## src/rtl/strobe_rx_pkg.sv

```systemverilog
package strobe_rx_pkg;
  localparam int LINK_DW = 8;

  typedef enum logic {
    EDGE_RISE = 1'b0,
    EDGE_FALL = 1'b1
  } edge_sel_e;

  typedef struct packed {
    logic               clk;
    logic               vld;
    logic [LINK_DW-1:0] data;
  } link_smp_t;

  localparam int SMP_W = $bits(link_smp_t);
endpackage

```

## src/rtl/rst_sync.sv

```systemverilog
module rst_sync #(
  parameter int STAGES = 2
) (
  input  logic clk,
  input  logic rst_n,
  output logic rst_n_sync
);
  logic [STAGES-1:0] chain_q;
  logic [STAGES-1:0] chain_d;

  always_comb begin
    chain_d = {chain_q[STAGES-2:0], 1'b1};
  end

  always_ff @(posedge clk or negedge rst_n) begin
    if (!rst_n) chain_q <= '0;
    else        chain_q <= chain_d;
  end

  assign rst_n_sync = chain_q[STAGES-1];
endmodule

```

## src/rtl/sync_pipe.sv

```systemverilog
module sync_pipe #(
  parameter int W      = 1,
  parameter int STAGES = 2
) (
  input  logic         clk,
  input  logic         rst_n,
  input  logic [W-1:0] din,
  output logic [W-1:0] dout
);
  logic [W-1:0] stage_q [STAGES];

  genvar g;
  generate
    for (g = 0; g < STAGES; g++) begin : g_stage
      logic [W-1:0] stage_d;
      if (g == 0) begin : g_first
        always_comb stage_d = din;
      end else begin : g_rest
        always_comb stage_d = stage_q[g-1];
      end
      always_ff @(posedge clk or negedge rst_n) begin
        if (!rst_n) stage_q[g] <= '0;
        else        stage_q[g] <= stage_d;
      end
    end
  endgenerate

  assign dout = stage_q[STAGES-1];
endmodule

```

## src/rtl/edge_detect.sv

```systemverilog
module edge_detect
  import strobe_rx_pkg::*;
#(
  parameter edge_sel_e SEL = EDGE_RISE
) (
  input  logic clk,
  input  logic rst_n,
  input  logic smp,
  output logic strobe
);
  logic prev_q;
  logic prev_d;

  always_comb prev_d = smp;

  always_ff @(posedge clk or negedge rst_n) begin
    if (!rst_n) prev_q <= 1'b0;
    else        prev_q <= prev_d;
  end

  generate
    if (SEL == EDGE_FALL) begin : g_fall
      assign strobe = prev_q & ~smp;
    end else begin : g_rise
      assign strobe = smp & ~prev_q;
    end
  endgenerate


  strobe_spaced_chk: assert property (@(posedge clk) disable iff (!rst_n)
    strobe |=> !strobe);
endmodule

```

## src/rtl/credit_ctrl.sv

```systemverilog
module credit_ctrl #(
  parameter int DEPTH = 64,
  parameter int HI_TH = 56,
  parameter int LO_TH = 32,
  parameter int LVL_W = $clog2(DEPTH + 1)
) (
  input  logic             clk,
  input  logic             rst_n,
  input  logic [LVL_W-1:0] level,
  input  logic             word_in,
  output logic             enable,
  output logic             full,
  output logic             ovf
);
  localparam logic [LVL_W-1:0] HI_LVL   = LVL_W'(HI_TH);
  localparam logic [LVL_W-1:0] LO_LVL   = LVL_W'(LO_TH);
  localparam logic [LVL_W-1:0] FULL_LVL = LVL_W'(DEPTH);

  logic en_q, en_d, en_ce;
  logic ovf_q, ovf_d, ovf_ce;

  assign full = (level >= FULL_LVL);

  always_comb begin
    en_ce = 1'b0;
    en_d  = en_q;
    if (en_q && (level >= HI_LVL)) begin
      en_ce = 1'b1;
      en_d  = 1'b0;
    end else if (!en_q && (level < LO_LVL)) begin
      en_ce = 1'b1;
      en_d  = 1'b1;
    end
  end

  always_comb begin
    ovf_ce = word_in & full & ~ovf_q;
    ovf_d  = 1'b1;
  end

  always_ff @(posedge clk or negedge rst_n) begin
    if (!rst_n)     en_q <= 1'b1;
    else if (en_ce) en_q <= en_d;
  end

  always_ff @(posedge clk or negedge rst_n) begin
    if (!rst_n)      ovf_q <= 1'b0;
    else if (ovf_ce) ovf_q <= ovf_d;
  end

  assign enable = en_q;
  assign ovf    = ovf_q;


  en_drop_chk: assert property (@(posedge clk) disable iff (!rst_n)
    (enable && level >= HI_LVL) |=> !enable);

  en_hold_low_chk: assert property (@(posedge clk) disable iff (!rst_n)
    (!enable && level >= LO_LVL) |=> !enable);

  en_resume_chk: assert property (@(posedge clk) disable iff (!rst_n)
    (!enable && level < LO_LVL) |=> enable);

  ovf_sticky_chk: assert property (@(posedge clk) disable iff (!rst_n)
    ovf |=> ovf);

  ovf_set_chk: assert property (@(posedge clk) disable iff (!rst_n)
    (word_in && full) |=> ovf);
endmodule

```

## src/rtl/strobe_link_rx.sv

```systemverilog
module strobe_link_rx
  import strobe_rx_pkg::*;
#(
  parameter int        DEPTH       = 64,
  parameter int        HI_TH       = 56,
  parameter int        LO_TH       = 32,
  parameter int        SYNC_STAGES = 2,
  parameter edge_sel_e CAP_EDGE    = EDGE_RISE,
  localparam int       LVL_W       = $clog2(DEPTH + 1)
) (
  input  logic               clk,
  input  logic               rst_n,
  input  logic               lnk_clk,
  input  logic               lnk_valid,
  input  logic [LINK_DW-1:0] lnk_data,
  input  logic [LVL_W-1:0]   fifo_level,
  output logic               lnk_enable,
  output logic               wr_en,
  output logic [LINK_DW-1:0] wr_data,
  output logic               ovf_flag
);
  logic      rst_ns;
  link_smp_t raw_smp, sync_smp;
  logic      cap_stb, word_in, fifo_full;

  rst_sync #(.STAGES(2)) u_rst (
    .clk(clk), .rst_n(rst_n), .rst_n_sync(rst_ns)
  );

  assign raw_smp = '{clk: lnk_clk, vld: lnk_valid, data: lnk_data};

  sync_pipe #(.W(SMP_W), .STAGES(SYNC_STAGES)) u_sync (
    .clk(clk), .rst_n(rst_ns), .din(raw_smp), .dout(sync_smp)
  );

  edge_detect #(.SEL(CAP_EDGE)) u_edge (
    .clk(clk), .rst_n(rst_ns), .smp(sync_smp.clk), .strobe(cap_stb)
  );

  assign word_in = cap_stb & sync_smp.vld;

  credit_ctrl #(.DEPTH(DEPTH), .HI_TH(HI_TH), .LO_TH(LO_TH), .LVL_W(LVL_W)) u_credit (
    .clk(clk), .rst_n(rst_ns), .level(fifo_level), .word_in(word_in),
    .enable(lnk_enable), .full(fifo_full), .ovf(ovf_flag)
  );

  logic               wr_q, wr_d;
  logic [LINK_DW-1:0] data_q, data_d;
  logic               data_ce;

  always_comb begin
    wr_d    = word_in & ~fifo_full;
    data_ce = wr_d;
    data_d  = sync_smp.data;
  end

  always_ff @(posedge clk or negedge rst_ns) begin
    if (!rst_ns) wr_q <= 1'b0;
    else         wr_q <= wr_d;
  end

  always_ff @(posedge clk or negedge rst_ns) begin
    if (!rst_ns)       data_q <= '0;
    else if (data_ce)  data_q <= data_d;
  end

  assign wr_en   = wr_q;
  assign wr_data = data_q;


  wr_single_chk: assert property (@(posedge clk) disable iff (!rst_ns)
    wr_en |=> !wr_en);

  no_write_full_chk: assert property (@(posedge clk) disable iff (!rst_ns)
    (word_in && fifo_full) |=> !wr_en);

  no_write_idle_chk: assert property (@(posedge clk) disable iff (!rst_ns)
    !word_in |=> !wr_en);
endmodule

```

## config.mk

```make
export PLATFORM = sky130hd
export DESIGN_NAME = strobe_link_rx
export DESIGN_NICKNAME = d
export VERILOG_FILES = /design/src/rtl/strobe_rx_pkg.sv /design/src/rtl/rst_sync.sv /design/src/rtl/sync_pipe.sv /design/src/rtl/edge_detect.sv /design/src/rtl/credit_ctrl.sv /design/src/rtl/strobe_link_rx.sv
export SDC_FILE = /design/constraint.sdc
export NUM_CORES = 1
export LEC_CHECK = 0
export ABC_AREA = 1
export BUFFER_PORTS_ARGS = -buffer_cell sky130_fd_sc_hd__buf_2
export CAP_MARGIN = 0
export CORE_UTILIZATION = 30
export CTS_BUF_LIST = sky130_fd_sc_hd__clkbuf_4
export DETAILED_ROUTE_END_ITERATION = 8
export HOLD_SLACK_MARGIN = 0.02
export SYNTH_ARGS = -nofsm -noshare
export SYNTH_HDL_FRONTEND = slang
export SYNTH_SLANG_ARGS = --single-unit
```

## constraint.sdc

```tcl
create_clock -name clk -period 1.7 [get_ports clk]
set_input_delay 0.34 -clock clk [delete_from_list [all_inputs] [get_ports clk]]
set_output_delay 0.34 -clock clk [all_outputs]
set_load 0.005 [all_outputs]
```

==> results of run 1 <==
-- power by group through the flow --
stage / clock [mW] / combinational (mW) / sequential (mW)
after floorplan: 0 / 0.0408 / 0.933
after global placement: 0 / 0.119 / 0.924
after detailed placement: 0 / 0.125 / 0.925
after CTS: 0.601 / 0.127 / 0.909
after global routing: 0.640 / 0.142 / 0.917
final: 0.576 / 0.122 / 0.907
-- worst min-delay path by stage --
stage	start	end	slack (ns)	depth (start not counted)
2_1_floorplan	rst_n	u_rst.chain_q[0]$_DFF_PN0_	0.04	0
3_3_place_gp	rst_n	u_rst.chain_q[0]$_DFF_PN0_	0.13	1
3_5_place_dp	rst_n	u_rst.chain_q[0]$_DFF_PN0_	0.13	1
4_1_cts	lnk_clk	u_sync.g_stage[1].stage_d[9]$_DFF_PN0_	0.09	1
5_1_grt	lnk_data[6]	u_sync.g_stage[1].stage_d[6]$_DFF_PN0_	0.08	1
6_report	lnk_clk	u_sync.g_stage[1].stage_d[9]$_DFF_PN0_	0.11	1
-- worst register-to-register path, delay by kind of cell, from the launching register on --
kind          cells  cell delay [ns]
flops             1             0.44
simple gates      4             0.43
-- cell usage after synthesis (all sizes together) --
cell | n | area share
dfrtp | 33 | 0.81
nand3 | 8 | 0.039
nor2 | 1 | 0.020
a21o | 1 | 0.0086
a21oi | 1 | 0.0049
nand2 | 20 | 0.083
inv | 2 | 0.0073
dfstp | 1 | 0.026
conb | 1 | 0.0037
-- per-layer routing --
layer / up-vias / part of all wire / global-route usage
met5: - / 0 / 0
met2: 22 / 0.46 / 0.1444
met4: 0 / 0.033 / 0.07973
li1: 285 / - / -
met1: 243 / 0.41 / 0.1135
met3: 5 / 0.095 / 0.06610
-- stage by stage --
step | total power [mW] | utilization | std cells | worst slack (ns) | hold WS, ns
after floorplan | 0.9739 | - | 68 | 0.6860 | 0.04441
after global placement | 1.042 | 0.3853 | 139 | 0.7561 | 0.1252
after detailed placement | 1.050 | 0.3853 | 139 | 0.7271 | 0.1266
after CTS | 1.637 | 0.4147 | 148 | 0.3692 | 0.09078
after global routing | 1.700 | 0.4147 | 148 | 0.3489 | 0.07901
final | 1.606 | 0.4147 | 148 | 0.3972 | 0.1113
-- area by class of cell --
class	instances	area [µm²]
clock inverters	2	37.54
repair buffers	28	147.6
flip-flops and latches	34	852.1
multi-input cells	32	162.7
inverters	2	7.507
fillers	322	1846
well taps	44	55.05
clock buffers	6	45.04
-- cells by family (layout without fill, tap and decap cells) --
group,after synthesis,count (layout),share of synthesized area
compound gates,2,2,0.01346
simple gates,29,29,0.1420
other cells,1,1,0.003668
flops,34,34,0.8335
buf+inv,2,38,0.007337
-- registers in the layout, indices dropped and copies added, names as in the netlist --
signal                  count
u_edge.prev_q               1
u_sync.g_stage.stage_d     10
wr_en                       1
u_rst.chain_q               2
wr_data                     8
u_credit.enable             1
u_sync.dout                10
u_credit.ovf                1
==> impl_summary.txt, run 1 <==
----------------------------------------------------
[Outcome]
  Result of the run ... finished clean

[Setup path]
  Largest fanout on the critical path ... 2
  Worst flop-to-flop path startpoint ... u_edge.prev_q$_DFF_PN0_
  Delay of the slowest cell on the worst path ... 0.54 ns
  Category of the worst setup path launch point ... register
  Worst setup startpoint ... u_credit.enable$_DFFE_PN1P_
  Critical path depth ... 1
  Top Family by Delay on Critical Path ... flip-flops
  Chain of cells forming the critical path ... buf_2
  Buf+Inv Stages, Crit Path ... 1
  Data arrival time at the worst-slack endpoint ... 0.96 ns
  Worst EP required ... 1.36 ns
  Crit end category ... output port
  Number of cells traversed by the worst register-to-register path ... 4
  Slowest stage cell, crit path ... sky130_fd_sc_hd__dfstp_2
  Flop-to-flop setup slack ... 0.72 ns
  Reg-to-reg critical path endpoint ... wr_data[0]$_DFFE_PN0P_
  Setup crit end ... lnk_enable
  Class of the most critical setup path ... reg -> out

[Timing]
  Unrepaired setup endpoints after global routing ... no
  Maximum frequency from static timing analysis ... 0.7676 GHz
  Setup violations, final ... 0
  Clock tree skew after final layout ... 0.004092 ns
  Time the worst path needs with I/O delays and setup ... 1.303 ns
  Number of hold violations in the final report ... 0
  Setup Total Neg Slack ... 0 ns
  Final Cycle Share ... 0.7664
  Number of slew-limit violations in the final report ... 0

[Yosys]
  Count of unique library cells instantiated by Yosys ... 12
  Gate Count Post-Synth ... 68
  Netlist area before placement ... 0.001022 mm²
  Warning count from the yosys run ... 0
  Synthesized netlist net count ... 87
  Flip-flop and latch count after synthesis ... 34
  Syn avg cell area ... 15.03 µm²
  Proportion of synthesized chip area in sequential cells ... 0.8335

[Pwr]
  Sw power ... 0.3446 mW
  Comb pwr share ... 0.076
  Worst voltage drop across the vdd grid ... 0.6624 mV
  Power density over the cells ... 1228 mW/mm²
  Fraction of power spent switching nets ... 0.2146
  Seq pwr share ... 0.565
  Internal ... 1.261 mW
  Portion of total power attributed to the clock network ... 0.359
  Static power due to leakage ... 0.6799 nW

[Clock network]
  Clock tree root buffer cell ... sky130_fd_sc_hd__clkbuf_4
  Post-CTS Hold Fix Bufs ... 1
  H-tree levels ... 2
  Number of buffers created by CTS ... 5
  Max clock buf depth ... 2
  Number of buffers inserted to repair setup after CTS ... 0
  TritonCTS clock tree ... built
  Clock sink count ... 34
  Gates resized, CTS repair ... 0
  Clock latency on the worst-skew pair ... 0.32 ns
  Reg clk slew, reported paths ... 0.10 ns

[GRT]
  Wire length of the first global-routing pass ... 2497 µm
  Maximum number of pins on one net before global-route repair ... 25
  Number of antenna violations at the first check in global routing ... 0
  Number of global-route vias before repair ... 556
  Global-route total usage across every layer ... 0.1040
  Aggregate global routing overflow ... 0

[Hold path]
  Class of the worst hold path ... in -> reg

[Die]
  Horizontal die dimension ... 60.38 µm
  Area enclosed by the die boundary ... 0.003645 mm²
  Initial Utilization ... 0.3242
  Core Box Area ... 0.003153 mm²
  Total I/O pin count ... 30
  Height of the die ... 60.38 µm
  Number of placement rows ... 20

[Routing]
  Routed len/inst ... 9.500 µm
  Antenna viol nets, final ... 0
  Total Routed Length ... 1406 µm
  Total via count after detailed routing ... 555
  Number of optimization iterations in the first detailed-route pass ... 4
  DRC marker count from the first detailed-route iteration ... 8
  Via-to-Cell Ratio ... 3.750
  Residual DRC count ... 0

[Cells and area]
  Fraction of final layout cells sized beyond drive strength 1 ... 0.3942
  Most common cell after layout, fill and taps aside ... sky130_fd_sc_hd__dfrtp_1
  Diode insertion count for antenna repair ... 0
  Final std cell area, no fill ... 0.001308 mm²
  Area growth from synthesis to layout ... 27.91%
  Most used cells in the layout excluding fill and tap cells ... sky130_fd_sc_hd__dfrtp_1, sky130_fd_sc_hd__buf_2, sky130_fd_sc_hd__nand2_1
  Final nets ... 122

[Place]
  RePlAce Congestion ... 0.7450
  Count of input and output buffers ... 26
  Placed standard-cell area ... 0.001215 mm²
  Estimated wirelength of the detail-placed design ... 986.7 µm

[Flow run]
  Maximum Capacitance Violations ... 0

----------------------------------------------------
(Power assumes the default switching activity.)
==> run 2: changes to the inputs <==
==> constraint.sdc (replaced) <==
create_clock -name clk -period 1.3 [get_ports clk]
set_input_delay 0.26 -clock clk [delete_from_list [all_inputs] [get_ports clk]]
set_output_delay 0.26 -clock clk [all_outputs]
set_load 0.005 [all_outputs]
==> impl_summary.txt, run 2 (same netlist as run 1, synthesis figures left out) <==
----------------------------------------------------
[Outcome]
  Result of the run ... finished clean (unchanged)

[Die]
  Initial Utilization ... 0.3242 (unchanged)
  Number of placement rows ... 20 (unchanged)
  Height of the die ... 60.38 µm (unchanged)
  Total I/O pin count ... 30 (unchanged)
  Horizontal die dimension ... 60.38 µm (unchanged)
  Core Box Area ... 0.003153 mm² (unchanged)
  Area enclosed by the die boundary ... 0.003645 mm² (unchanged)

[Place]
  Estimated wirelength of the detail-placed design ... 1023 µm (was 986.7 µm)
  Count of input and output buffers ... 26 (unchanged)
  Number of placed instances, taps included ... 139 (unchanged)
  Placed standard-cell area ... 0.001227 mm² (was 0.001215 mm²)
  Setup slack after placement ... 0.3250 ns (was 0.7271 ns)
  RePlAce Congestion ... 0.7430 (was 0.7450)

[Clock network]
  Number of buffers created by CTS ... 5 (unchanged)
  H-tree levels ... 2 (unchanged)
  Clock sink count ... 34 (unchanged)
  Max clock buf depth ... 2 (unchanged)
  Clock tree root buffer cell ... sky130_fd_sc_hd__clkbuf_4 (unchanged)
  Gates resized, CTS repair ... 0 (unchanged)
  Clock latency on the worst-skew pair ... 0.33 ns (was 0.32 ns)
  TritonCTS clock tree ... built (unchanged)
  Reg clk slew, reported paths ... 0.09 ns (was 0.10 ns)

[Timing]
  Number of hold violations in the final report ... 0 (unchanged)
  Setup violations, final ... 0 (unchanged)
  Setup Total Neg Slack ... 0 ns (unchanged)
  Time the worst path needs with I/O delays and setup ... 1.213 ns
  Number of slew-limit violations in the final report ... 0 (unchanged)
  Clock tree skew after final layout ... 0.01223 ns (was 0.004092 ns)
  Unrepaired setup endpoints after global routing ... no (unchanged)
  Worst-case setup margin in the final layout ... 0.08707 ns (was 0.3972 ns)
  Final Cycle Share ... 0.9330
  Maximum frequency from static timing analysis ... 0.8244 GHz
  Post-Route Hold Slack ... 0.03740 ns (was 0.1113 ns)

[Cells and area]
  Final cell count without fillers ... 154 (was 148)
  Most used cells in the layout excluding fill and tap cells ... sky130_fd_sc_hd__dfrtp_1, sky130_fd_sc_hd__buf_2, sky130_fd_sc_hd__nand2_1 (unchanged)
  Finished Core Util ... 0.4313 (was 0.4147)
  Area growth from synthesis to layout ... 33.05% (was 27.91%)
  Final std cell area, no fill ... 0.001360 mm² (was 0.001308 mm²)
  Fraction of final layout cells sized beyond drive strength 1 ... 0.3636 (was 0.3942)
  Diode insertion count for antenna repair ... 0 (unchanged)
  Most common cell after layout, fill and taps aside ... sky130_fd_sc_hd__dfrtp_1 (unchanged)
  Final nets ... 129 (was 122)
  Filler cell count in the final layout ... 327 (was 322)

[Setup path]
  Top Family by Delay on Critical Path ... flip-flops (unchanged)
  Slowest stage cell, crit path ... sky130_fd_sc_hd__dfstp_2 (unchanged)
  Chain of cells forming the critical path ... buf_2 (unchanged)
  Data arrival time at the worst-slack endpoint ... 0.95 ns (was 0.96 ns)
  Category of the worst setup path launch point ... register (unchanged)
  Number of cells traversed by the worst register-to-register path ... 4 (unchanged)
  Largest fanout on the critical path ... 2 (unchanged)
  Critical path depth ... 1 (unchanged)
  Delay of the slowest cell on the worst path ... 0.53 ns (was 0.54 ns)
  Crit end category ... output port (unchanged)
  Buf+Inv Stages, Crit Path ... 1 (unchanged)
  Worst EP required ... 1.04 ns (was 1.36 ns)
  Class of the most critical setup path ... reg -> out (unchanged)

[Routing]
  Residual DRC count ... 0 (unchanged)
  Number of optimization iterations in the first detailed-route pass ... 4 (unchanged)
  Total Routed Length ... 1510 µm (was 1406 µm)
  Total via count after detailed routing ... 602 (was 555)
  DRC marker count from the first detailed-route iteration ... 7 (was 8)
  Routed len/inst ... 9.805 µm (was 9.500 µm)
  Via-to-Cell Ratio ... 3.909 (was 3.750)
  Antenna viol nets, final ... 0 (unchanged)

[Pwr]
  Static power due to leakage ... 0.6996 nW (was 0.6799 nW)
  Final Total Pwr ... 1.910 mW (was 1.606 mW)
  Power density over the cells ... 1404 mW/mm² (was 1228 mW/mm²)
  Worst voltage drop across the vdd grid ... 0.6858 mV (was 0.6624 mV)

[GRT]
  Aggregate global routing overflow ... 0 (unchanged)
  Number of global-route vias before repair ... 623 (was 556)
  Wire length of the first global-routing pass ... 2780 µm (was 2497 µm)
  Maximum number of pins on one net before global-route repair ... 25 (unchanged)
  Global-route total usage across every layer ... 0.1092 (was 0.1040)
  Number of antenna violations at the first check in global routing ... 0 (unchanged)

[Hold path]
  Hold Path Stages ... 1 (unchanged)
  Class of the worst hold path ... in -> reg (unchanged)

[Flow run]
  Maximum Capacitance Violations ... 0 (unchanged)

----------------------------------------------------
==> run 2: changes by cell type in the layout (fill, tap and decap cells not counted) <==
cell | previous run | this run
sky130_fd_sc_hd__bufinv_16 | 1 | 0
sky130_fd_sc_hd__dlygate4sd3_1 | 1 | 8
sky130_fd_sc_hd__buf_12 | 0 | 1
sky130_fd_sc_hd__buf_4 | 1 | 0
==> run 2: what timing repair did <==
action                                 4_1_cts  5_1_grt
hold buffers                                 4        4
setup buffers                                0        0
endpoints found under the hold margin        5        4
==> run 2: final timing paths <==
path / start / endpoint / slack [ns]
setup / recovery: u_credit.enable$_DFFE_PN1P_ / lnk_enable / 0.09
hold / removal: lnk_data[4] / u_sync.g_stage[1].stage_d[4]$_DFF_PN0_ / 0.04
setup reg to reg: u_edge.prev_q$_DFF_PN0_ / wr_data[3]$_DFFE_PN0P_ / 0.32
hold reg to reg: u_rst.chain_q[1]$_DFF_PN0_ / u_edge.prev_q$_DFF_PN0_ / 0.16
max in group asynchronous: u_rst.chain_q[1]$_DFF_PN0_ / u_sync.g_stage[1].stage_d[3]$_DFF_PN0_ / 0.68
min in group asynchronous: u_rst.chain_q[1]$_DFF_PN0_ / u_edge.prev_q$_DFF_PN0_ / 0.16
==> run 2: cell type report <==
cell class	count	area [µm²]	share of cell area
repair buffers	35	230.2	0.1693
inverters	2	7.507	0.005520
flip-flops and latches	34	852.1	0.6265
clock buffers	6	45.04	0.03312
well taps	44	55.05	0.04048
multi-input cells	32	162.7	0.1196
clock inverters	1	7.507	0.005520
==> run 2: power breakdown <==
part	internal, mW	switching, mW
clock	0.223	0.319
sequential	1.15	0.0418
combinational	0.0952	0.0861
==> run 2: routing by layer <==
| layer | track usage | part of all wire |
|---|---|---|
| met1 | 0.1266 | 0.44 |
| met2 | 0.1664 | 0.47 |
| met3 | 0.05970 | 0.075 |
| met5 | 0 | 0 |
| met4 | 0.04983 | 0.012 |
==> run 3: changes to the inputs <==
--- a/config.mk
+++ b/config.mk
@@ -9,7 +9,7 @@
 export BUFFER_PORTS_ARGS = -buffer_cell sky130_fd_sc_hd__buf_2
 export CAP_MARGIN = 0
 export CORE_UTILIZATION = 30
-export CTS_BUF_LIST = sky130_fd_sc_hd__clkbuf_4
+export CTS_BUF_LIST = sky130_fd_sc_hd__clkbuf_8
 export DETAILED_ROUTE_END_ITERATION = 8
 export HOLD_SLACK_MARGIN = 0.02
 export SYNTH_ARGS = -nofsm -noshare
==> impl_summary.txt, run 3 (same netlist as run 1, synthesis figures left out) <==
----------------------------------------------------
[Outcome]
  Result of the run ... finished clean (unchanged)

[Timing]
  Number of hold violations in the final report ... 0 (unchanged)
  Final Cycle Share ... 0.8902 (was 0.9330)
  Clock tree skew after final layout ... 0.004314 ns (was 0.01223 ns)
  Setup Total Neg Slack ... 0 ns (unchanged)
  Maximum frequency from static timing analysis ... 0.8641 GHz (was 0.8244 GHz)
  Time the worst path needs with I/O delays and setup ... 1.157 ns (was 1.213 ns)
  Unrepaired setup endpoints after global routing ... no (unchanged)
  Post-Route Hold Slack ... 0.08724 ns (was 0.03740 ns)
  Setup violations, final ... 0 (unchanged)
  Number of slew-limit violations in the final report ... 0 (unchanged)

[Routing]
  Total Routed Length ... 1464 µm (was 1510 µm)
  Residual DRC count ... 0 (unchanged)
  DRC marker count from the first detailed-route iteration ... 6 (was 7)
  Number of optimization iterations in the first detailed-route pass ... 4 (unchanged)
  Antenna viol nets, final ... 0 (unchanged)
  Via-to-Cell Ratio ... 3.864 (was 3.909)
  Total via count after detailed routing ... 568 (was 602)
  Routed len/inst ... 9.959 µm (was 9.805 µm)

[Cells and area]
  Finished Core Util ... 0.4179 (was 0.4313)
  Most used cells in the layout excluding fill and tap cells ... sky130_fd_sc_hd__dfrtp_1, sky130_fd_sc_hd__buf_2, sky130_fd_sc_hd__nand2_1 (unchanged)
  Diode insertion count for antenna repair ... 0 (unchanged)
  Final std cell area, no fill ... 0.001318 mm² (was 0.001360 mm²)
  Filler cell count in the final layout ... 334 (was 327)
  Final nets ... 122 (was 129)
  Area growth from synthesis to layout ... 28.89% (was 33.05%)
  Fraction of final layout cells sized beyond drive strength 1 ... 0.3786 (was 0.3636)
  Most common cell after layout, fill and taps aside ... sky130_fd_sc_hd__dfrtp_1 (unchanged)

[Clock network]
  Clock sink count ... 34 (unchanged)
  Number of buffers created by CTS ... 5 (unchanged)
  Clock latency on the worst-skew pair ... 0.28 ns (was 0.33 ns)
  TritonCTS clock tree ... built (unchanged)
  Clock tree root buffer cell ... sky130_fd_sc_hd__clkbuf_8 (was sky130_fd_sc_hd__clkbuf_4)
  H-tree levels ... 2 (unchanged)
  Reg clk slew, reported paths ... 0.06 ns (was 0.09 ns)
  Max clock buf depth ... 2 (unchanged)

[GRT]
  Number of global-route vias before repair ... 610 (was 623)
  Wire length of the first global-routing pass ... 2732 µm (was 2780 µm)
  Aggregate global routing overflow ... 0 (unchanged)
  Maximum number of pins on one net before global-route repair ... 25 (unchanged)
  Number of antenna violations at the first check in global routing ... 0 (unchanged)
  Global-route total usage across every layer ... 0.1092 (unchanged)

[Die]
  Total I/O pin count ... 30 (unchanged)
  Area enclosed by the die boundary ... 0.003645 mm² (unchanged)
  Number of placement rows ... 20 (unchanged)
  Horizontal die dimension ... 60.38 µm (unchanged)
  Initial Utilization ... 0.3242 (unchanged)
  Height of the die ... 60.38 µm (unchanged)
  Core Box Area ... 0.003153 mm² (unchanged)

[Place]
  Count of input and output buffers ... 26 (unchanged)
  Placed standard-cell area ... 0.001227 mm² (unchanged)
  Estimated wirelength of the detail-placed design ... 1023 µm (unchanged)
  RePlAce Congestion ... 0.7430 (unchanged)

[Setup path]
  Crit end category ... output port (unchanged)
  Worst EP required ... 1.04 ns (about the same)
  Delay of the slowest cell on the worst path ... 0.52 ns (was 0.53 ns)
  Largest fanout on the critical path ... 2 (unchanged)
  Top Family by Delay on Critical Path ... flip-flops (unchanged)
  Class of the most critical setup path ... reg -> out (unchanged)
  Chain of cells forming the critical path ... buf_2 (unchanged)
  Buf+Inv Stages, Crit Path ... 1 (unchanged)
  Category of the worst setup path launch point ... register (unchanged)
  Data arrival time at the worst-slack endpoint ... 0.90 ns (was 0.95 ns)
  Slowest stage cell, crit path ... sky130_fd_sc_hd__dfstp_2 (unchanged)

[Hold path]
  Class of the worst hold path ... in -> reg (unchanged)

[Pwr]
  Final Total Pwr ... 2.045 mW (was 1.910 mW)
  Power density over the cells ... 1553 mW/mm² (was 1404 mW/mm²)
  Static power due to leakage ... 0.6840 nW (was 0.6996 nW)
  Worst voltage drop across the vdd grid ... 0.7546 mV (was 0.6858 mV)

[Flow run]
  Maximum Capacitance Violations ... 0 (unchanged)

----------------------------------------------------
==> run 3: cell types whose count changed in the layout (fill, tap and decap cells not counted), sizes merged <==
cell and change:
dlygate4sd3 -7, inv +1, clkbuf -1
==> run 3: layout make-up <==
type | count | area, µm² | area share
clock buffers | 5 | 68.82 | 0.05223
clock inverters | 2 | 11.26 | 0.008547
inverters | 2 | 7.507 | 0.005698
well taps | 44 | 55.05 | 0.04179
flip-flops and latches | 34 | 852.1 | 0.6467
multi-input cells | 32 | 162.7 | 0.1235
repair buffers | 28 | 160.2 | 0.1216
==> run 3: where the power goes <==
| group | internal (mW) | switching [mW] |
|---|---|---|
| Combinational | 0.0816 | 0.0834 |
| Clock | 0.358 | 0.333 |
| Sequential | 1.15 | 0.0418 |
| Total | 1.59 | 0.458 |
==> run 3: final timing paths <==
path | start | to | slack [ns] | cells after the start
min in group asynchronous | u_rst.chain_q[1]$_DFF_PN0_ | u_sync.g_stage[1].stage_d[2]$_DFF_PN0_ | 0.16 | 0
setup / recovery | u_credit.enable$_DFFE_PN1P_ | lnk_enable | 0.14 | 1
max in group asynchronous | u_rst.chain_q[1]$_DFF_PN0_ | wr_data[3]$_DFFE_PN0P_ | 0.69 | 1
hold / removal | lnk_clk | u_sync.g_stage[1].stage_d[9]$_DFF_PN0_ | 0.09 | 1
setup reg to reg | u_edge.prev_q$_DFF_PN0_ | wr_data[0]$_DFFE_PN0P_ | 0.32 | 4
hold reg to reg | u_rst.chain_q[1]$_DFF_PN0_ | u_sync.g_stage[1].stage_d[2]$_DFF_PN0_ | 0.16 | 0
==> run 3: timing repair <==
action	in CTS	in global routing
hold buffers	1	0
hold endpoints to repair	2	0
buffers inserted	0	0
gates resized for setup	0	0
==> run 3: metrics by stage <==
step	setup WS, ns	cells
floorplan	0.2860	68
global placement	0.3646	139
detailed placement	0.3250	139
CTS	0.1293	147
global route	0.1049	147
finish	0.1427	147
==> run 3: per-layer routing <==
metal	wire length, µm	up-vias	track usage
met1	636	263	0.1294
met3	119	3	0.06610
met4	16	0	0.04983
li1	-	281	-
met5	0	-	0
met2	691	21	0.1586
